`config.mk`:
```
export PLATFORM = sky130hd
export DESIGN_NAME = thy_fire_gen
export DESIGN_NICKNAME = d
export VERILOG_FILES = /design/src/rtl/thy_fire_pkg.sv /design/src/rtl/thy_fire_ref_gen.sv /design/src/rtl/thy_fire_zc_detect.sv /design/src/rtl/thy_fire_channel.sv /design/src/rtl/thy_fire_gen.sv
export SDC_FILE = /design/constraint.sdc
export NUM_CORES = 2
export LEC_CHECK = 0
export ABC_CLOCK_PERIOD_IN_PS = 2500
export BUFFER_PORTS_ARGS = -buffer_cell sky130_fd_sc_hd__buf_2
export CAP_MARGIN = 25
export CORE_MARGIN = 2
export CORE_UTILIZATION = 55
export DETAILED_ROUTE_END_ITERATION = 10
export PLACE_DENSITY = 0.8
export SYNTH_ARGS = -nofsm -noshare
export SYNTH_HDL_FRONTEND = slang
export SYNTH_SLANG_ARGS = --single-unit
```
`constraint.sdc`:
```
create_clock -name clk -period 2.5 [get_ports clk]
set_input_delay 0.25 -clock clk [delete_from_list [all_inputs] [get_ports clk]]
set_output_delay 0.25 -clock clk [all_outputs]
set_load 0.005 [all_outputs]
```
`src/rtl/thy_fire_pkg.sv`:
```
// Package: shared constants and the channel-to-phase map of the bridge.
// Assumes the usual firing order T1..T6 with phases A, B, C lagging by 120 degrees.
package thy_fire_pkg;
    localparam int NUM_PHASES = 3;
    localparam int NUM_CH     = 6;

    // Phase whose edge starts channel k (T1=A+, T2=C-, T3=B+, T4=A-, T5=C+, T6=B-).
    function automatic int ch_phase(input int k);
        if ((k % 2) == 0) return k / 2;
        return ((k / 2) + 2) % 3;
    endfunction

    // Even channels start on a rising edge, odd ones on a falling edge.
    function automatic bit ch_on_rise(input int k);
        return (k % 2) == 0;
    endfunction
endpackage

```
`src/rtl/thy_fire_ref_gen.sv`:
```
// Internal three-phase reference: a phase counter over PERIOD cycles and three
// square waves whose edges fall on multiples of PERIOD/6.
// Assumes PERIOD >= 12; spacing is exact when PERIOD is a multiple of 6.
module thy_fire_ref_gen
    import thy_fire_pkg::*;
#(
    parameter int PERIOD = 2000000
) (
    input  logic                  clk,
    input  logic                  rst_n,
    output logic [NUM_PHASES-1:0] sq
);
    localparam int PW = $clog2(PERIOD);
    localparam logic [PW-1:0] LAST = PW'(PERIOD - 1);
    localparam logic [PW-1:0] S1   = PW'(PERIOD / 6);
    localparam logic [PW-1:0] S2   = PW'(2 * (PERIOD / 6));
    localparam logic [PW-1:0] S3   = PW'(3 * (PERIOD / 6));
    localparam logic [PW-1:0] S4   = PW'(4 * (PERIOD / 6));
    localparam logic [PW-1:0] S5   = PW'(5 * (PERIOD / 6));

    logic [PW-1:0] ph;

    // Phase counter wrapping once per mains period.
    always_ff @(posedge clk) begin
        if (!rst_n)          ph <= '0;
        else if (ph == LAST) ph <= '0;
        else                 ph <= ph + PW'(1);
    end

    // Square waves: A high over [0,3S), B over [2S,5S), C over [4S,S) wrapped.
    always_comb begin
        sq[0] = (ph < S3);
        sq[1] = (ph >= S2) && (ph < S5);
        sq[2] = (ph >= S4) || (ph < S1);
    end

    p_phase_range_r8: assert property (@(posedge clk) disable iff (!rst_n)
        ph <= LAST);
    p_phase_wrap_r8: assert property (@(posedge clk) disable iff (!rst_n)
        (ph == LAST) |=> (ph == '0));
endmodule

```
`src/rtl/thy_fire_zc_detect.sv`:
```
// Zero-crossing front end: synchronizes the external square waves, selects the
// reference source and turns edges into one-cycle start strobes per channel.
// Assumes the external inputs are asynchronous and slow compared with clk.
module thy_fire_zc_detect
    import thy_fire_pkg::*;
#(
    parameter int SYNC_STAGES = 2
) (
    input  logic                  clk,
    input  logic                  rst_n,
    input  logic                  ref_sel,
    input  logic [NUM_PHASES-1:0] ext_sq,
    input  logic [NUM_PHASES-1:0] int_sq,
    output logic [NUM_CH-1:0]     zc
);
    logic [NUM_PHASES-1:0] sync_q [SYNC_STAGES];
    logic [NUM_PHASES-1:0] src, prev, up, dn;

    // Synchronizer chain for the external waves.
    always_ff @(posedge clk) begin
        if (!rst_n) begin
            for (int i = 0; i < SYNC_STAGES; i++) sync_q[i] <= '0;
        end else begin
            sync_q[0] <= ext_sq;
            for (int i = 1; i < SYNC_STAGES; i++) sync_q[i] <= sync_q[i-1];
        end
    end

    // Source select between external and internal reference.
    assign src = ref_sel ? int_sq : sync_q[SYNC_STAGES-1];

    // Previous-level register for edge detection.
    always_ff @(posedge clk) begin
        if (!rst_n) prev <= '0;
        else        prev <= src;
    end

    assign up = src & ~prev;
    assign dn = ~src & prev;

    for (genvar k = 0; k < NUM_CH; k++) begin : g_map
        localparam int PH = ch_phase(k);
        if (ch_on_rise(k)) begin : g_up
            assign zc[k] = up[PH];
        end else begin : g_dn
            assign zc[k] = dn[PH];
        end
        p_strobe_single_r2: assert property (@(posedge clk) disable iff (!rst_n)
            zc[k] |=> !zc[k]);
    end
endmodule

```
`src/rtl/thy_fire_channel.sv`:
```
// One firing channel: restarts its counter at its zero crossing, latches the
// timing settings there, and drives its pulse between delay and end counts.
// Assumes zc is a one-cycle strobe; the counter stops at the end count.
module thy_fire_channel #(
    parameter int CW     = 32,
    parameter int PERIOD = 2000000
) (
    input  logic          clk,
    input  logic          rst_n,
    input  logic          zc,
    input  logic [CW-1:0] rise_in,
    input  logic [CW-1:0] fall_in,
    input  logic          neutral_in,
    output logic          fire
);
    localparam logic [CW:0] OFS_V = (CW+1)'(PERIOD / 12);

    logic [CW-1:0] cnt;
    logic [CW-1:0] fall_sh;
    logic [CW:0]   rise_sh;
    logic          run;

    // Counter and shadow capture, restarted at each zero crossing.
    always_ff @(posedge clk) begin
        if (!rst_n) begin
            cnt     <= '0;
            fall_sh <= '0;
            rise_sh <= '0;
            run     <= 1'b0;
        end else if (zc) begin
            cnt     <= '0;
            run     <= 1'b1;
            fall_sh <= fall_in;
            rise_sh <= {1'b0, rise_in} + (neutral_in ? OFS_V : '0);
        end else if (run && (cnt < fall_sh)) begin
            cnt <= cnt + CW'(1);
        end
    end

    // Pulse window between the delay and end counts.
    assign fire = run && ({1'b0, cnt} >= rise_sh) && (cnt < fall_sh);

    p_rise_at_count_r3: assert property (@(posedge clk) disable iff (!rst_n)
        $rose(fire) |-> (rise_sh == {1'b0, cnt}));
    p_fall_at_count_r4: assert property (@(posedge clk) disable iff (!rst_n)
        $fell(fire) |-> ((cnt == fall_sh) || $past(zc) || !$past(rst_n)));
    p_no_pulse_empty_r6: assert property (@(posedge clk) disable iff (!rst_n)
        (run && (rise_sh >= {1'b0, fall_sh})) |-> !fire);
    p_shadow_hold_r7: assert property (@(posedge clk) disable iff (!rst_n)
        (run && !zc) |=> ($stable(rise_sh) && $stable(fall_sh)));
    p_cnt_bound_r10: assert property (@(posedge clk) disable iff (!rst_n)
        run |-> (cnt <= fall_sh));
endmodule

```
`src/rtl/thy_fire_gen.sv`:
```
// Top: holding registers for the delay and end counts, reference source,
// zero-crossing detection and six firing channels T1..T6.
// Assumes software writes counts already converted from degrees.
module thy_fire_gen
    import thy_fire_pkg::*;
#(
    parameter int CW          = 32,
    parameter int PERIOD      = 2000000,
    parameter int SYNC_STAGES = 2
) (
    input  logic                  clk,
    input  logic                  rst_n,
    input  logic                  ref_sel,
    input  logic [NUM_PHASES-1:0] ac_sq,
    input  logic                  neutral_ref,
    input  logic                  wr_en,
    input  logic                  wr_sel,
    input  logic [CW-1:0]         wr_data,
    output logic [NUM_CH-1:0]     fire
);
    logic [CW-1:0]         rise_q, fall_q;
    logic [NUM_PHASES-1:0] int_sq;
    logic [NUM_CH-1:0]     zc;

    // Holding registers loaded by the write port.
    always_ff @(posedge clk) begin
        if (!rst_n) begin
            rise_q <= '0;
            fall_q <= '0;
        end else if (wr_en) begin
            if (wr_sel) fall_q <= wr_data;
            else        rise_q <= wr_data;
        end
    end

    thy_fire_ref_gen #(.PERIOD(PERIOD)) u_ref (
        .clk   (clk),
        .rst_n (rst_n),
        .sq    (int_sq)
    );

    thy_fire_zc_detect #(.SYNC_STAGES(SYNC_STAGES)) u_zc (
        .clk     (clk),
        .rst_n   (rst_n),
        .ref_sel (ref_sel),
        .ext_sq  (ac_sq),
        .int_sq  (int_sq),
        .zc      (zc)
    );

    for (genvar k = 0; k < NUM_CH; k++) begin : g_ch
        thy_fire_channel #(.CW(CW), .PERIOD(PERIOD)) u_ch (
            .clk        (clk),
            .rst_n      (rst_n),
            .zc         (zc[k]),
            .rise_in    (rise_q),
            .fall_in    (fall_q),
            .neutral_in (neutral_ref),
            .fire       (fire[k])
        );
    end

    p_write_rise_r9: assert property (@(posedge clk) disable iff (!rst_n)
        (wr_en && !wr_sel) |=> (rise_q == $past(wr_data)));
    p_write_fall_r9: assert property (@(posedge clk) disable iff (!rst_n)
        (wr_en && wr_sel) |=> (fall_q == $past(wr_data)));
    p_reset_quiet_r1: assert property (@(posedge clk)
        !rst_n |=> (fire == '0));
endmodule

```
# --- Word level (Yosys, flattened, before mapping) ---
# Memories as Yosys holds them, arrays and structs flattened.
# Index checks and enable logic that the tools add are counted.
totals:
  output_inout_bits: 6
  mem_bits_rw: 6
  elab_cells: 98
  reg_bits: 676
  memories: 1
classes:
  bitwise: 8
  n_mux: 6
  eq_ne: 1
  order_cmp: 17
  n_addsub: 8
  n_reduce_logical: 29
mem_list:
  columns: ["name", "depth", "word_bits", "rd", "rd_ports_with_merged_regs", "write_ports", "line", "text"]
  rows:
  - ["u_zc.sync_q", 2, 3, 2, 0, 2, "thy_fire_zc_detect.sv:16", "logic [NUM_PHASES-1:0] sync_q [SYNC_STAGES];"]
ops:
  columns: ["operator", "count"]
  rows:
  - ["$ge A32 B33 Y1", 6]
  - ["$add A32 B1 Y32 const B", 6]
  - ["$lt A32 B32 Y1", 6]
  - ["$add A32 B18 Y33", 1]
  - ["$add A21 B1 Y21 const B", 1]
  - ["$eq A21 B21 Y1 const B", 1]
  - ["$ge A21 B20 Y1 const B", 1]
  - ["$ge A21 B21 Y1 const B", 1]
  - ["$lt A21 B19 Y1 const B", 1]
  - ["$lt A21 B20 Y1 const B", 1]
  - ["$lt A21 B21 Y1 const B", 1]
  - ["$logic_and A1 B1 Y1", 19]
  - ["$mux W18", 1]
  - ["$reduce_or A2 Y1", 7]
  - ["$mux W3", 3]
  - ["$and A3 B3 Y3", 2]
  - ["$not A3 Y3", 2]
  - ["$reduce_and A2 Y1", 2]
  - ["$mux W1", 2]
  - ["$not A1 Y1", 2]
  - ["$or A1 B1 Y1", 2]
  - ["$logic_or A1 B1 Y1", 1]

# --- Logic depth before layout (Yosys ltp) ---
depth:
  word_depth: 6
  ltp_mapped: 13
  ltp_nobuf: 9

# --- Cells and area by module ---
# A second synthesis with hierarchy kept.
hier_totals:
  hier_cells: 4927
  hier_area_um2: 41720.0
modules_own_cells:
  columns: ["mod", "cells_per_inst", "n_inst", "area_each_um2", "seq_area_each_um2"]
  rows:
  - ["thy_fire_channel at g_ch[0].u_ch ...", 744, 5, 6263.5, 1961.9]
  - ["thy_fire_channel at g_ch[3].u_ch", 747, 1, 6180.9, 1961.9]
  - ["thy_fire_gen", 245, 1, 2438.6, 1281.2]
  - ["thy_fire_ref_gen", 188, 1, 1486.4, 420.4]
  - ["thy_fire_zc_detect", 27, 1, 296.5, 180.2]

# --- Least setup slack after synthesis ---
# OpenSTA, ideal clock, no wires.
synth_timing:
  path_type: "reg2reg"
  startpoint: "reg g_ch[3].u_ch.cnt[17]"
  endpoint: "reg g_ch[3].u_ch.cnt[30]"
  n_path_buf: 4
  stages_incl_launch_ff: 13
  arrival_time_ns: 2.630
  path_slack_ns: -0.262
  period_less_slack_ns: 2.762
  t_required_ns: 2.369
  cell_sequence: "dfxtp_1 -> ha_1 -> a21oi_1 -> o21ai_0 -> a221o_1 -> a211o_1 -> buf_2 -> or2_1 -> buf_2 -> buf_6 -> buf_2 -> o311ai_1 -> o41ai_1"
synth_between:
  elab_chain_cells: 2
synth_rtl:
  columns: ["element", "line", "text"]
  rows:
  - ["start, declared", "thy_fire_channel.sv:18", "logic [CW-1:0] cnt;"]
  - ["start signal, assigned", "thy_fire_channel.sv:36", "cnt <= cnt + CW'(1);"]
  - ["$lt A32 B32 Y1", "thy_fire_channel.sv:35", "end else if (run && (cnt < fall_sh)) begin"]
  - ["$logic_and A1 B1 Y1", "thy_fire_channel.sv:35", null]
# Parallel ways exist; a longest one is shown, timed or not.
# A chain may end at the register's enable or synchronous reset.

# --- Worst setup path in the final report ---
layout_timing:
  startpoint: "reg g_ch[0].u_ch.cnt[12]"
  endpoint: "out fire[0]"
layout_between:
  elab_chain_cells: 3
layout_rtl:
  columns: ["element", "line", "text"]
  rows:
  - ["start, declared", "thy_fire_channel.sv:18", null]
  - ["start signal, assigned", "thy_fire_channel.sv:36", null]
  - ["$ge A32 B33 Y1", "thy_fire_channel.sv:41", "assign fire = run && ({1'b0, cnt} >= rise_sh) && (cnt < fall_sh);"]
  - ["$logic_and A1 B1 Y1", "thy_fire_channel.sv:41", null]
  - ["$logic_and A1 B1 Y1 *", "thy_fire_channel.sv:41", null]
  - ["end, declared", "thy_fire_gen.sv:19", "output logic [NUM_CH-1:0] fire"]
# Every way passes the cells marked *; elsewhere a longest branch is shown, timed or not.

==> impl_metrics.env <==
export IMPL_outcome="finished, violations left"
export IMPL_failed_checks="design-rule violations, negative setup slack"
export IMPL_areaGrowthSynthToFinish_pct=32.9
export IMPL_peakVddDrop_uv=485
export IMPL_final_cell_mix="nand2_1, dfxtp_1, a21oi_1, buf_4, inv_1"
export IMPL_synth_area_sq_um=36900
export IMPL_rsz0062_at_grt="yes"
export IMPL_coreArea_sq_um=66100
export IMPL_crit_fanout=5
export IMPL_worstPathRequired_ns=2.25
export IMPL_p_int_w=0.0198
export IMPL_htreeDepth=3
export IMPL_crit_type="reg -> out"
export IMPL_critPathArrivalTime_ns=3.07
export IMPL_grt_max_degree=176
export IMPL_drtPass1Iterations=11
export IMPL_r2r_cells=13
export IMPL_min_period_ns=3.32
export IMPL_vias=38700
export IMPL_dieArea_sq_um=69100
export IMPL_powerDensity_nw_per_um2=553
export IMPL_async_reset_ff_frac=0
export IMPL_power_frac_seq=0.424
export IMPL_avgViaCountPerCell=6.40
export IMPL_grt_pass1_wl_um=194000
export IMPL_cts_root_buf="clkbuf_16"
export IMPL_routabilityCongestion=0.955
export IMPL_portBuffers=46
export IMPL_die_width_um=263
export IMPL_start_util=0.558
export IMPL_p_switching_w=0.00730
export IMPL_wl_met1_um=49600
export IMPL_p_sw_frac=0.270
export IMPL_clkPwrFrac=0.440
export IMPL_drive_gt1_frac=0.261
export IMPL_leakagePower_nw=19.3
export IMPL_r2r_end="g_ch[5].u_ch.cnt[15]"
export IMPL_ys_types=83
export IMPL_utilization=0.741
export IMPL_ant_nets=0
export IMPL_ios=47
export IMPL_cts_clk_slew_worst_paths_ns=0.06
export IMPL_grt_usage=0.354
export IMPL_max_slew_margin_rel=0.252
export IMPL_wire_per_inst_um=23.4
export IMPL_drc=1
export IMPL_hold_viol_final=0
export IMPL_multi_input_area_sq_um=23800
export IMPL_nets=5564
export IMPL_cts_buffer_depth=3
export IMPL_crit_start="g_ch[0].u_ch.cnt[12]"
export IMPL_startpoint_type="flip-flop"
export IMPL_highest_layer="met5"
export IMPL_fin_skew_ns=0.0288
export IMPL_dp_hpwl_um=82200
export IMPL_slew_viol_final=0
export IMPL_avgSynthCellArea_sq_um=7.98
export IMPL_fin_crit_sh=1.33
export IMPL_dieHeight_um=263
export IMPL_drt_iter0_drc=4821
export IMPL_grt_pass1_vias=35400
export IMPL_antenna_found_initial=7
export IMPL_cts_tree="yes"
export IMPL_combPwrFrac=0.136
export IMPL_clock_sinks=682
export IMPL_fin_ws_ns=-0.823
export IMPL_met3_length_um=17400
export IMPL_wl_met2_um=61300
export IMPL_synthCells=4618
export IMPL_layout_commonest_cell="nand2_1"
export IMPL_setup_tns_ns=-41.77
export IMPL_grt_ovfl_total=0
export IMPL_reg2reg_slack_ns=-0.75
export IMPL_tightest_slew_ns=1.12
export IMPL_clock_latency_ns=0.64
export IMPL_finalWirelength_um=142000
export IMPL_critPathCaptureType="primary output"
export IMPL_fin_cells=6053
export IMPL_ys_flop_type="dfxtp_1"
export IMPL_rows=94
export IMPL_ys_ff_latch=682
export IMPL_yosysSeqAreaShare=0.371
export IMPL_place_inst=5771
export IMPL_synth_warnings=0
export IMPL_worstSetupEndpoint="fire[0]"
export IMPL_synth_nets=5053
export IMPL_drv_cap=0
export IMPL_ff_latch_area_sq_um=13800
export IMPL_reg2reg_from="g_ch[5].u_ch.fall_sh[25]"
export IMPL_finalSetupViolCount=167
export IMPL_hold_path_class="in -> reg"
export IMPL_synth_edff_count=0
export IMPL_fill_cells=4187
export IMPL_fmax_mhz=301
export IMPL_hold_slack_ns=0.0448
export IMPL_cts_buffers_inserted=75
==> power groups by stage <==
stage / registers (W) / logic [W] / clock network (W)
global route: 0.0115 / 0.00385 / 0.0123
CTS: 0.0114 / 0.00301 / 0.0119
global placement: 0.0117 / 0.00257 / 0
finish: 0.0115 / 0.00368 / 0.0119
floorplan: 0.0116 / 0.00159 / 0
detailed placement: 0.0117 / 0.00263 / 0
==> how the worst min path moves through the flow <==
stage,start,end,slack [ns],cells after the start
3_5_place_dp,u_zc.sync_q[0][0],u_zc.sync_q[0][3],0.42,1
2_1_floorplan,ac_sq[0],u_zc.sync_q[0][0],0.38,1
3_3_place_gp,u_zc.sync_q[0][2],u_zc.sync_q[0][5],0.42,1
4_1_cts,rst_n,g_ch[5].u_ch.fall_sh[20],0.03,3
5_1_grt,rst_n,g_ch[5].u_ch.fall_sh[20],0.04,3
6_report,rst_n,g_ch[5].u_ch.fall_sh[20],0.04,3
==> registers in the layout, summed over array words and instances, names as in the netlist <==
signal	flops
fall_q	32
g_ch.u_ch.cnt	192
g_ch.u_ch.fall_sh	192
g_ch.u_ch.rise_sh	198
g_ch.u_ch.run	6
rise_q	32
u_ref.ph	21
u_zc.prev	3
u_zc.sync_q	6
==> what timing repair did <==
| item | in CTS | in global routing |
|---|---|---|
| hold buffers | 35 | 0 |
| cloned | 8 | 18 |
| pin swaps | 142 | 170 |
| buffers inserted | 48 | 54 |
| endpoints found under the hold margin | 67 | 0 |
| resized for setup | 328 | 422 |
| setup endpoints to repair | 237 | 458 |
==> cells in the mapped netlist, types with 15 or more instances <==
master    instances  share of area
and4_1           27         0.0064
nand2b_1         33         0.0056
a21oi_1         573          0.078
o31ai_1          62          0.013
nand4_1         113          0.019
nor4_1           50         0.0085
nor2b_1          15         0.0025
nand3_1         109          0.015
a21o_1           54          0.011
ha_1            394           0.13
and2_1           26         0.0044
o21a_1           17         0.0035
mux2i_1          58          0.016
buf_2            36         0.0049
or4_1            66          0.013
a211oi_1         69          0.014
nor2_1          357          0.036
dfxtp_1         682           0.37
xor2_1           24         0.0057
and3_1           43         0.0073
inv_1           435          0.044
clkbuf_1        181          0.018
or3_1            57         0.0097
nand2_1         625          0.064
o21ai_0         202          0.027
o211ai_1         19         0.0039
xnor2_1          68          0.016
nor3_1           37         0.0050
==> metrics by stage <==
stage	worst slack, ns	total power (W)	cell area, sq um
after floorplan	-0.118	0.0131	37200
after global placement	-0.435	0.0142	41400
after detailed placement	-0.446	0.0143	41400
after CTS	-0.569	0.0263	46400
after global routing	-0.832	0.0277	49000
final	-0.823	0.0271	49000
==> area by class of cell <==
class                      instances  share of cell area
tap                              864              0.0221
inverter                         435              0.0335
timing repair buffer             667               0.123
clock buffer                     106              0.0455
clock inverter                    28             0.00776
antenna                            3            0.000153
sequential                       682               0.282
multi-input combinational       3268               0.486
==> critical path, stage by stage (launching register included) <==
cell      delay [ns]
dfxtp_2         0.34
buf_4           0.17
ha_1            0.32
a21oi_1         0.25
o21ai_0         0.17
a21o_1          0.30
a211oi_4        0.37
o22ai_4         0.16
nand2_2         0.13
a31oi_4         0.08
buf_2           0.15
==> metal layers <==
metal / up-vias / track usage
li1: 17100 / -
met2: 2586 / 0.545
met1: 18100 / 0.429
met4: 8 / 0.271
met5: - / 0
met3: 834 / 0.0843
==> logic make-up after synthesis <==
| group | count (synthesis) | synth area share |
|---|---|---|
| buf+inv | 669 | 0.0705 |
| flops | 682 | 0.371 |
| simple gates | 1606 | 0.208 |
| fa+ha+maj | 394 | 0.134 |
| mux | 59 | 0.0161 |
| xor+xnor | 92 | 0.0219 |
| compound gates | 1116 | 0.179 |
(Power assumes the default switching activity.)
